===== src/rtl/cbg_pkg.sv =====
package cbg_pkg;

    localparam int HW_W  = 16;
    localparam int N_PAT = 6;

    typedef logic [HW_W-1:0] hw_t;

    typedef enum logic [1:0] {
        ST_IDLE   = 2'd0,
        ST_FOLLOW = 2'd1,
        ST_TAIL   = 2'd2
    } seq_st_e;

    typedef struct packed {
        hw_t mask;
        hw_t value;
    } hw_pat_t;

    typedef struct packed {
        logic is_prefix;
        logic prefix_bad;
        logic wide_head;
        logic follow_bad;
    } hw_class_t;

    // Forbidden follower shapes; order carries no priority.
    function automatic hw_pat_t pat_at(input int idx);
        hw_pat_t p;
        case (idx)
            0:       p = '{mask: 16'hC000, value: 16'hC000};
            1:       p = '{mask: 16'hF000, value: 16'hB000};
            2:       p = '{mask: 16'hF800, value: 16'hA000};
            3:       p = '{mask: 16'hF800, value: 16'h4800};
            4:       p = '{mask: 16'hF478, value: 16'h4478};
            default: p = '{mask: 16'hFC87, value: 16'h4487};
        endcase
        return p;
    endfunction

    function automatic logic is_wide_head(input hw_t h);
        return (h[15:13] == 3'b111) && (h[12:11] != 2'b00);
    endfunction

    function automatic logic is_prefix_hw(input hw_t h);
        return (h[15:8] == 8'hBF) && (h[3:0] != 4'h0);
    endfunction

    function automatic logic prefix_mask_bad(input hw_t h);
        return h[3:0] != 4'b1000;
    endfunction

endpackage


===== src/rtl/cbg_hw_decode.sv =====
module cbg_hw_decode
    import cbg_pkg::*;
(
    input  hw_t       hw_i,
    output hw_class_t cls_o
);
    logic [N_PAT-1:0] hit;

    for (genvar g = 0; g < N_PAT; g++) begin : g_pat
        localparam hw_pat_t P = pat_at(g);
        assign hit[g] = (hw_i & P.mask) == P.value;
    end

    always_comb begin
        cls_o.is_prefix  = is_prefix_hw(hw_i);
        cls_o.prefix_bad = prefix_mask_bad(hw_i);
        cls_o.wide_head  = is_wide_head(hw_i);
        cls_o.follow_bad = |hit;
    end
endmodule


===== src/rtl/cbg_seq_fsm.sv =====
module cbg_seq_fsm
    import cbg_pkg::*;
(
    input  logic      clk_i,
    input  logic      rst_i,
    input  logic      hw_valid_i,
    input  hw_class_t cls_i,
    output seq_st_e   st_o,
    output logic      viol_o
);
    seq_st_e st_q, st_d;

    always_comb begin
        st_d   = st_q;
        viol_o = 1'b0;
        if (hw_valid_i) begin
            unique case (st_q)
                ST_IDLE: begin
                    if (cls_i.is_prefix) begin
                        viol_o = cls_i.prefix_bad;
                        st_d   = ST_FOLLOW;
                    end else if (cls_i.wide_head) begin
                        st_d = ST_TAIL;
                    end
                end
                ST_FOLLOW: begin
                    viol_o = cls_i.follow_bad;
                    st_d   = cls_i.wide_head ? ST_TAIL : ST_IDLE;
                end
                ST_TAIL: st_d = ST_IDLE;
                default: st_d = ST_IDLE;
            endcase
        end
    end

    always_ff @(posedge clk_i) begin
        if (rst_i) st_q <= ST_IDLE;
        else       st_q <= st_d;
    end

    assign st_o = st_q;
endmodule


===== src/rtl/cbg_flag_reg.sv =====
module cbg_flag_reg #(
    parameter int LVL_W         = 2,
    parameter int MAX_CHECK_LVL = 1
) (
    input  logic             clk_i,
    input  logic             rst_i,
    input  logic             viol_i,
    input  logic             dis_en_i,
    input  logic [LVL_W-1:0] lvl_i,
    output logic             undef_o
);
    localparam logic [LVL_W-1:0] LVL_LIM = LVL_W'(MAX_CHECK_LVL);

    logic lvl_in_scope;
    assign lvl_in_scope = lvl_i <= LVL_LIM;

    always_ff @(posedge clk_i) begin
        if (rst_i) undef_o <= 1'b0;
        else       undef_o <= viol_i & dis_en_i & lvl_in_scope;
    end
endmodule


===== src/rtl/cond_block_guard.sv =====
module cond_block_guard
    import cbg_pkg::*;
#(
    parameter int LVL_W         = 2,
    parameter int MAX_CHECK_LVL = 1
) (
    input  logic             clk_i,
    input  logic             rst_i,
    input  logic             hw_valid_i,
    input  logic [15:0]      hw_i,
    input  logic             dis_en_i,
    input  logic [LVL_W-1:0] lvl_i,
    output logic             undef_o
);
    hw_class_t cls;
    seq_st_e   st_q;
    logic      viol;

    cbg_hw_decode u_decode (
        .hw_i  (hw_i),
        .cls_o (cls)
    );

    cbg_seq_fsm u_fsm (
        .clk_i      (clk_i),
        .rst_i      (rst_i),
        .hw_valid_i (hw_valid_i),
        .cls_i      (cls),
        .st_o       (st_q),
        .viol_o     (viol)
    );

    cbg_flag_reg #(
        .LVL_W         (LVL_W),
        .MAX_CHECK_LVL (MAX_CHECK_LVL)
    ) u_flag (
        .clk_i    (clk_i),
        .rst_i    (rst_i),
        .viol_i   (viol),
        .dis_en_i (dis_en_i),
        .lvl_i    (lvl_i),
        .undef_o  (undef_o)
    );
endmodule


===== config.mk =====
export PLATFORM = sky130hd
export DESIGN_NAME = cond_block_guard
export DESIGN_NICKNAME = d
export VERILOG_FILES = /design/src/rtl/cbg_pkg.sv /design/src/rtl/cbg_hw_decode.sv /design/src/rtl/cbg_seq_fsm.sv /design/src/rtl/cbg_flag_reg.sv /design/src/rtl/cond_block_guard.sv
export SDC_FILE = /design/constraint.sdc
export NUM_CORES = 1
export LEC_CHECK = 0
export ABC_CLOCK_PERIOD_IN_PS = 1200
export BUFFER_PORTS_ARGS = -buffer_cell sky130_fd_sc_hd__clkbuf_2
export CAP_MARGIN = 20
export CORE_AREA = 2 2 39 41
export CTS_BUF_LIST = sky130_fd_sc_hd__clkbuf_2
export DETAILED_ROUTE_END_ITERATION = 8
export DIE_AREA = 0 0 41 43
export PLACE_DENSITY = 0.52
export SLEW_MARGIN = 10
export SYNTH_ARGS = -nofsm -noshare
export SYNTH_HDL_FRONTEND = slang
export SYNTH_SLANG_ARGS = --single-unit

===== constraint.sdc =====
create_clock -name clk_i -period 1.2 [get_ports clk_i]
set_input_delay 0.18 -clock clk_i [delete_from_list [all_inputs] [get_ports clk_i]]
set_output_delay 0.18 -clock clk_i [all_outputs]
set_load 0.02 [all_outputs]

* Word level (Yosys, flattened, before mapping)
Index checks and enable logic that the tools add are counted.
** Word-level totals
- Output and inout port bits :: 1
- Flip-flop bits (word level) :: 3
** Cells by class
- Equal/unequal tests :: 11
- Reductions and logical operators :: 7
- Bitwise logic cells :: 2
- Magnitude comparators :: 1
- Multiplexer cells :: 7
** Operators by type and width (count)
- $eq A10 B9 Y1 const B :: 1
- $eq A9 B8 Y1 const B :: 1
- $eq A8 B8 Y1 const B :: 1
- $mux W2 :: 3
- $reduce_or A6 Y1 :: 1
- $eq A5 B4 Y1 const B :: 1
- $eq A5 B5 Y1 const B :: 1
- $eq A4 B4 Y1 const B :: 1
- $ne A4 B4 Y1 const B :: 1
- $pmux W2 S2 :: 1
- $reduce_bool A4 Y1 :: 1
- $eq A3 B3 Y1 const B :: 1
- $ne A3 B2 Y1 const B :: 1
- $and A1 B1 Y1 :: 2
- $eq A2 B1 Y1 const B :: 1
- $eq A2 B2 Y1 const B :: 1
- $le A2 B1 Y1 const B :: 1
- $logic_and A1 B1 Y1 :: 2
- $logic_not A2 Y1 :: 1
- $mux W1 :: 2
- $pmux W1 S2 :: 1
- $reduce_and A2 Y1 :: 1
- $reduce_bool A2 Y1 :: 1

* Longest topological paths before layout
Gate-level depths: netlist (run 1).
- Depth after elaboration :: 7
- Gate-level depth with buffers :: 4
- Mapped depth without buffers :: 4

* By module
Synthesis (run 1) repeated with hierarchy kept, for this count alone.
** Second synthesis, totals
- Cells, all modules :: 31
- Area total of the unflattened synthesis :: 259.0 µm²
** By module, submodules not included
- cbg_seq_fsm :: area an instance 115.1 µm², cells each 13, times used 1, seq. area each 40.0 µm²
- cbg_hw_decode :: area an instance 111.4 µm², cells each 16, times used 1, seq. area each 0.0 µm²
- cbg_flag_reg :: area an instance 32.5 µm², cells each 2, times used 1, seq. area each 20.0 µm²

* Worst setup path before layout (run 1)
No wires, ideal clock.
- Path type :: register to register
- Start :: register u_fsm.st_q[0], in the netlist u_fsm.st_o[0]
- End :: register u_flag.undef_o
- Required time :: 1.113 ns
- Setup slack :: 0.050 ns
- Cell stages (with the launch flop) :: 5
- Period minus slack after synthesis :: 1.150 ns
- Arrival time :: 1.063 ns
- Path through :: dfxtp_1 > nor4bb_1 > and4b_1 > nand4_1 > o31ai_1
** Between the ends
- Longest elaborated chain between the ends :: 5
- Elaborated cells between the ends (all ways) :: 6
- Those cells by class :: eq/ne: 1; mux: 2; bitwise: 2; reduce/logical: 1
** RTL lines
- start, declared :: line cbg_seq_fsm.sv:11 : seq_st_e st_q, st_d;
- start signal, assigned :: line cbg_seq_fsm.sv:38 : else st_q <= st_d;
- $eq A2 B1 Y1 or $logic_not A2 Y1 (tied branches) :: line cbg_seq_fsm.sv:17 : unique case (st_q)
- $pmux W1 S2 (*) :: line cbg_seq_fsm.sv:17
- $mux W1 (*) :: line cbg_seq_fsm.sv:16 : if (hw_valid_i) begin
- $and A1 B1 Y1 (*) (2 in a row) :: line cbg_flag_reg.sv:19 : else undef_o <= viol_i & dis_en_i & lvl_in_scope;
- end signal, assigned :: line cbg_flag_reg.sv:19
- end, declared :: line cbg_flag_reg.sv:10 : output logic undef_o
Mark *: on every way between the ends. The rest lies on a longest branch, timed or not.
A chain may end at the register's enable or synchronous reset.

* Final worst setup path (run 1)
Ends and elaborated chain as after synthesis.

==> results.py, run 1 <==
metrics = {
    "critical_path": {
        "crit_path_end_kind": "register",
        "startpoint": "u_fsm.st_o[0]",
        "cp_max_fo": 2,
        "worstSetupStartpointType": "register",
        "crit_chain": "nor4bb_2, and4b_1, nand4_1, o31ai_1",
        "r2r_start": "u_fsm.st_o[0]",
        "crit_type": "register to register",
        "r2r_cells": 4,
        "worst-path-stages": 4,
        "reg2reg_setup_slack_ns": -0.005,
        "cp_slowest_cell": "dfxtp_2",
        "cp.arrival_ns": 1.32,
        "path_delay_family": "simple AND/OR/NAND/NOR gates",
        "cpPeakStageDelay_ns": 0.31,
        "critPathBufInv": 0,
        "r2r_end": "u_flag.undef_o",
        "worstPathRequired_ns": 1.32,
    },
    "cts": {
        "postCtsSetupBuffers": 0,
        "clk_latency_ns": 0.21,
        "cts.htree.levels": 1,
        "clockBufferDepth": 2,
        "cts.sink_count": 3,
        "path_clk_slew_ns": 0.04,
        "cts_made_buffers": 3,
        "root_buffer": "clkbuf_2",
        "cts_tree": "yes",
    },
    "timing": {
        "finalHoldViolCount": 0,
        "finalWorstSetupSlack_ns": -0.00525,
        "fin_crit_sh": 1.00,
        "fin_skew_ns": 0.00372,
        "finalSetupViolCount": 1,
        "maxSlewViolCount": 0,
        "timing.fmax_mhz": 830,
        "tightest_slew_ns": 0.326,
        "rsz0062_at_grt": "true",
        "relSlewSlack": 0.781,
        "hold-worst-slack_ns": 0.193,
        "fin_crit_ns": 1.21,
        "tns_ns": -0.00525,
    },
    "placed_design": {
        "placed_area_um2": 408,
        "placed_cells": 72,
        "port_buffers": 21,
        "hpwl_um": 613,
        "gp_congestion": 0.687,
        "pre_cts_ws_ns": -0.0597,
    },
    "drt": {
        "viasPerCell": 4.50,
        "vias": 342,
        "routedWlPerCell_um": 9.57,
        "ant_nets": 0,
        "drt-initial-drc-count": 3,
        "wirelength_um": 727,
        "first_pass_iters": 3,
        "drc": 0,
    },
    "worst_hold_path": {
        "min_from": "rst_i",
        "hp-class": "primary input to register",
        "min_to": "u_fsm.st_o[1]",
        "holdPathStages": 2,
    },
    "power": {
        "p_switching_uw": 84.3,
        "power_frac_comb": 0.235,
        "power_switching_share": 0.267,
        "p_clk_frac": 0.443,
        "ir_drop_mv": 0.453,
        "total_power_uw": 316,
        "p_int_uw": 232,
        "power_frac_seq": 0.321,
        "leakage_nw": 0.207,
        "power_density_nw_per_um2": 726,
    },
    "grt": {
        "grt_max_degree": 5,
        "grt_pass1_vias": 256,
        "grtUsageTotal": 0.0812,
        "grt_pass1_wl_um": 945,
        "grt-ovfl-total": 0,
        "antenna_found_initial": 0,
    },
    "layout": {
        "final_layout_size_suffix_gt1_frac": 0.550,
        "layout_common_cells": "25 x clkbuf_2, 5 x buf_4, 3 x nand4_1",
        "fillers": 154,
        "final_common_cell": "clkbuf_2",
        "final_area_um2": 435,
        "utilization": 0.315,
        "final_cells": 76,
        "antennaDiodeCount": 0,
        "area_growth_pct": 77.6,
        "fin_nets": 83,
    },
    "synth": {
        "yosysTopAreaCell": "dfxtp_1",
        "yosysSeqAreaShare": 0.245,
        "netlist_instances": 30,
        "ys_types": 20,
        "avgSynthCellArea_um2": 8.17,
        "synth-seq-cells": 3,
        "synth.area.top_cells": "dfxtp_1 24%, nand4_1 7.7%, o41ai_2 6.6%",
        "yosysWarnings": 0,
        "syn-cell-area_um2": 245,
        "syn_nets": 52,
        "synth_top_area_frac": 0.245,
    },
    "die": {
        "io_pins": 23,
        "start_util": 0.177,
        "rows": 14,
        "die-area_um2": 1760,
        "core_area_um2": 1380,
        "die_h_um": 43,
        "die_w_um": 41,
    },
    "run_status": {
        "status": "complete, but fails checks",
        "failed_checks": "negative setup slack",
    },
    "flow_run": {
        "max-cap-violations": 0,
    },
}
[cell usage after synthesis (all sizes together)]
master	number
o21ai	2
or3b	1
inv	2
o31ai	1
nand3b	1
nand2b	2
o41ai	1
dfxtp	3
nand4	3
nor2	2
nor3b	1
nor4bb	1
o2111ai	1
a22oi	1
nor4	2
a21oi	1
and4b	1
o22ai	1
nand4bb	1
nor3	2
[metal layers]
layer / GRT usage / share of wire / vias to the layer above
met5: 0 / 0 / -
li1: - / - / 185
met4: 0.0200 / 0 / 0
met3: 0.0628 / 0.12 / 0
met1: 0.109 / 0.48 / 136
met2: 0.100 / 0.40 / 21
[area by class of cell]
| type | count | area (um2) | share of cell area |
|---|---|---|---|
| clock buffer | 4 | 20.0 | 0.0460 |
| timing repair buffer | 26 | 143 | 0.328 |
| multi-input combinational | 25 | 184 | 0.422 |
| sequential | 3 | 61.3 | 0.141 |
| tap | 16 | 20.0 | 0.0460 |
| inverter | 2 | 7.51 | 0.0172 |
[worst register-to-register path, delay by kind of cell, from the launching register on]
kind / cells / cell delay [ns]
and+or+nand+nor: 3 / 0.56
DFF: 1 / 0.31
AOI/OAI and AO/OA: 1 / 0.25
[worst max-delay path by stage]
stage | slack, ns | endpoint
after CTS | 0.004 | u_flag.undef_o
final | -0.005 | u_flag.undef_o
after global routing | -0.1 | u_fsm.st_o[0]
after floorplan | 0.05 | u_flag.undef_o
after global placement | -0.02 | u_flag.undef_o
after detailed placement | -0.06 | u_flag.undef_o
[cells by family after synthesis]
| kind of cell | after synthesis | share of synthesized area |
|---|---|---|
| compound gates | 8 | 0.250 |
| buf+inv | 2 | 0.0306 |
| flops | 3 | 0.245 |
| simple gates | 17 | 0.475 |
[registers in the layout, summed over array words and instances (netlist names)]
register and count:
u_flag.undef_o 1, u_fsm.st_o 2
[what timing repair did]
| action | 4_1_cts | 5_1_grt |
|---|---|---|
| gates resized for setup | 0 | 2 |
| pin swaps | 3 | 1 |
| setup endpoints to repair | 2 | 2 |
| gates cloned | 0 | 0 |
| hold buffers | 0 | 0 |
[power by group through the flow]
stage                     logic (mW)  clock network (mW)  registers, mW
after floorplan               0.0191                   0          0.103
after global placement        0.0722                   0          0.103
after detailed placement      0.0726                   0          0.103
after CTS                     0.0732               0.150          0.101
after global routing          0.0812               0.160          0.101
final                         0.0744               0.140          0.102
(Power assumes the default switching activity.)
==> run 2: changes to the inputs <==
Settings changed: BUFFER_PORTS_ARGS -buffer_cell sky130_fd_sc_hd__clkbuf_2 to unset, DONT_BUFFER_PORTS set to 1, PLACE_DENSITY 0.52 to 0.37, SYNTH_HIERARCHICAL set to 1.
==> results.py, run 2 <==
metrics = {
    "die": {
        "io_pins": 23,
        "die_w_um": 41,
        "die-area_um2": 1760,
        "die_h_um": 43,
        "rows": 14,
        "start_util": 0.187,
        "core_area_um2": 1380,
    },
    "synth": {
        "synthMuxAreaShare": 0,
        "synth_top_family_by_area": "simple AND/OR/NAND/NOR gates",
        "synth.area.top_cells": "dfxtp_1 23%, nand4bb_1 8.7%, nand2b_1 7.2%",
        "avgSynthCellArea_um2": 8.35,
        "yosysWarnings": 6,
        "synth_xor_area_frac": 0,
        "synth_fa_ha_area_frac": 0,
        "synth_top_area_frac": 0.232,
        "synth-seq-cells": 3,
        "synth-compound-area-share": 0.232,
        "synthTopCellsByCount": "3 x dfxtp_1, 3 x nand2_1, 3 x nand2b_1",
        "netlist_instances": 31,
        "synth_edf_count": 0,
        "ys_async_sr_fraction": 0,
        "yosysTopAreaCell": "dfxtp_1",
        "syn_nets": 53,
        "yosysSeqAreaShare": 0.232,
        "ys.flop_type": "dfxtp_1",
        "syn-cell-area_um2": 259,
        "synth-simple-area-share": 0.522,
        "ys_types": 21,
    },
    "layout": {
        "layout_common_cells": "4 x clkbuf_2, 3 x nand2_1, 3 x nand2b_1, 3 x dfxtp_1",
        "final_layout_size_suffix_gt1_frac": 0.167,
        "antennaDiodeCount": 0,
        "fillers": 162,
        "fin_nets": 59,
        "area_growth_pct": 18.4,
        "largest_reg_flops": 2,
        "final_common_cell": "clkbuf_2",
    },
    "timing": {
        "finalWorstSetupSlack_ns": 0.230,
        "tns_ns": 0,
        "rsz0062_at_grt": "false",
        "timing.fmax_mhz": 1030,
        "fin_skew_ns": 0.00294,
        "fin_crit_ns": 0.970,
        "fin_crit_sh": 0.809,
        "tightest_slew_ns": 0.259,
        "hold-worst-slack_ns": 0.0462,
        "finalSetupViolCount": 0,
        "maxSlewViolCount": 0,
        "relSlewSlack": 0.826,
        "finalHoldViolCount": 0,
    },
    "critical_path": {
        "cp_max_fo": 5,
        "crit_type": "primary input to register",
        "worstPathRequired_ns": 1.35,
        "crit_path_end_kind": "register",
        "worstSetupStartpointType": "primary input",
        "reg2reg_setup_slack_ns": 0.27,
        "cp.arrival_ns": 1.12,
    },
    "drt": {
        "viasPerCell": 5.35,
        "ant_nets": 0,
        "vias": 278,
        "first_pass_iters": 1,
        "wirelength_um": 656,
        "drc": 0,
        "drt-initial-drc-count": 0,
        "routedWlPerCell_um": 12.6,
    },
    "run_status": {
        "status": "finished clean",
    },
    "grt": {
        "grt_pass1_vias": 288,
        "grt_pass1_wl_um": 855,
        "grt-ovfl-total": 0,
        "antenna_found_initial": 0,
        "grt_max_degree": 6,
        "grtUsageTotal": 0.0762,
    },
    "worst_hold_path": {
        "hp-class": "primary input to register",
    },
    "cts": {
        "path_clk_slew_ns": 0.04,
        "cts_made_buffers": 3,
        "cts.htree.levels": 1,
        "postCtsSetupBuffers": 0,
        "clockBufferDepth": 2,
        "holdBufCountCts": 0,
        "cts_tree": "yes",
        "root_buffer": "clkbuf_2",
        "cts.sink_count": 3,
        "cts_resized": 0,
        "clk_latency_ns": 0.20,
    },
    "flow_run": {
        "max-cap-violations": 0,
    },
    "placed_design": {
        "gp_congestion": 0.551,
        "hpwl_um": 566,
        "port_buffers": 0,
        "pre_cts_ws_ns": 0.0114,
    },
    "power": {
        "total_power_uw": 263,
        "power_density_nw_per_um2": 857,
        "leakage_nw": 0.0959,
        "ir_drop_mv": 0.283,
    },
}
## run 2: cell count changes in the layout (fill, tap and decap cells not counted), moves of 2 or more
| cell | delta |
|---|---|
| nand4_1 | -2 |
| clkbuf_2 | -21 |
| buf_4 | -4 |
| nand2_1 | +3 |
| nand4b_1 | +2 |
| o21ai_0 | -2 |
## run 2: per-layer routing
layer  vias up  wire, um  GRT usage
li1        137         -          -
met1       120       253     0.0607
met2        21       293      0.125
met3         0       110     0.0262
met4         0         0     0.0800
met5         -         0          0
## run 2: final timing paths
path / start / depth (start not counted) / to
worst min-delay path: rst_i / 1 / u_fsm/st_o[0]
worst max-delay path: hw_i[14] / 5 / u_flag/undef_o
worst max register to register: u_fsm/st_o[0] / 3 / u_flag/undef_o
worst min register to register: u_fsm/st_o[1] / 2 / u_fsm/st_o[1]
## run 2: cells by family after synthesis
logic type,count (synthesis)
buffers and inverters,1
AND/OR/NAND/NOR,19
AO/OA/AOI/OAI,8
flip-flops,3
## run 2: critical path: stages
cell and delay, ns:
nand4b_1 0.16, nor3_1 0.28, nand3b_1 0.11, a21oi_1 0.16, and4bb_2 0.22
## run 2: report_power, final
group          internal, mW  leakage (nW)  switching (mW)
sequential            0.101        0.0242        0.000556
combinational        0.0146        0.0550         0.00735
clock                0.0879        0.0166          0.0513
total                 0.203        0.0959          0.0592
## run 2: through the flow
step / util / std cells / instance area, um2
floorplan: - / 31 / 259
global placement: 0.207 / 48 / 287
detailed placement: 0.207 / 48 / 287
CTS: 0.222 / 52 / 307
global route: 0.222 / 52 / 307
finish: 0.222 / 52 / 307
## run 2: area by class of cell
type | count | area (um2) | area share
timing repair buffer | 1 | 7.51 | 0.0245
tap | 16 | 20.0 | 0.0653
sequential | 3 | 60.1 | 0.196
clock buffer | 4 | 20.0 | 0.0653
multi-input combinational | 27 | 195 | 0.637
inverter | 1 | 3.75 | 0.0122
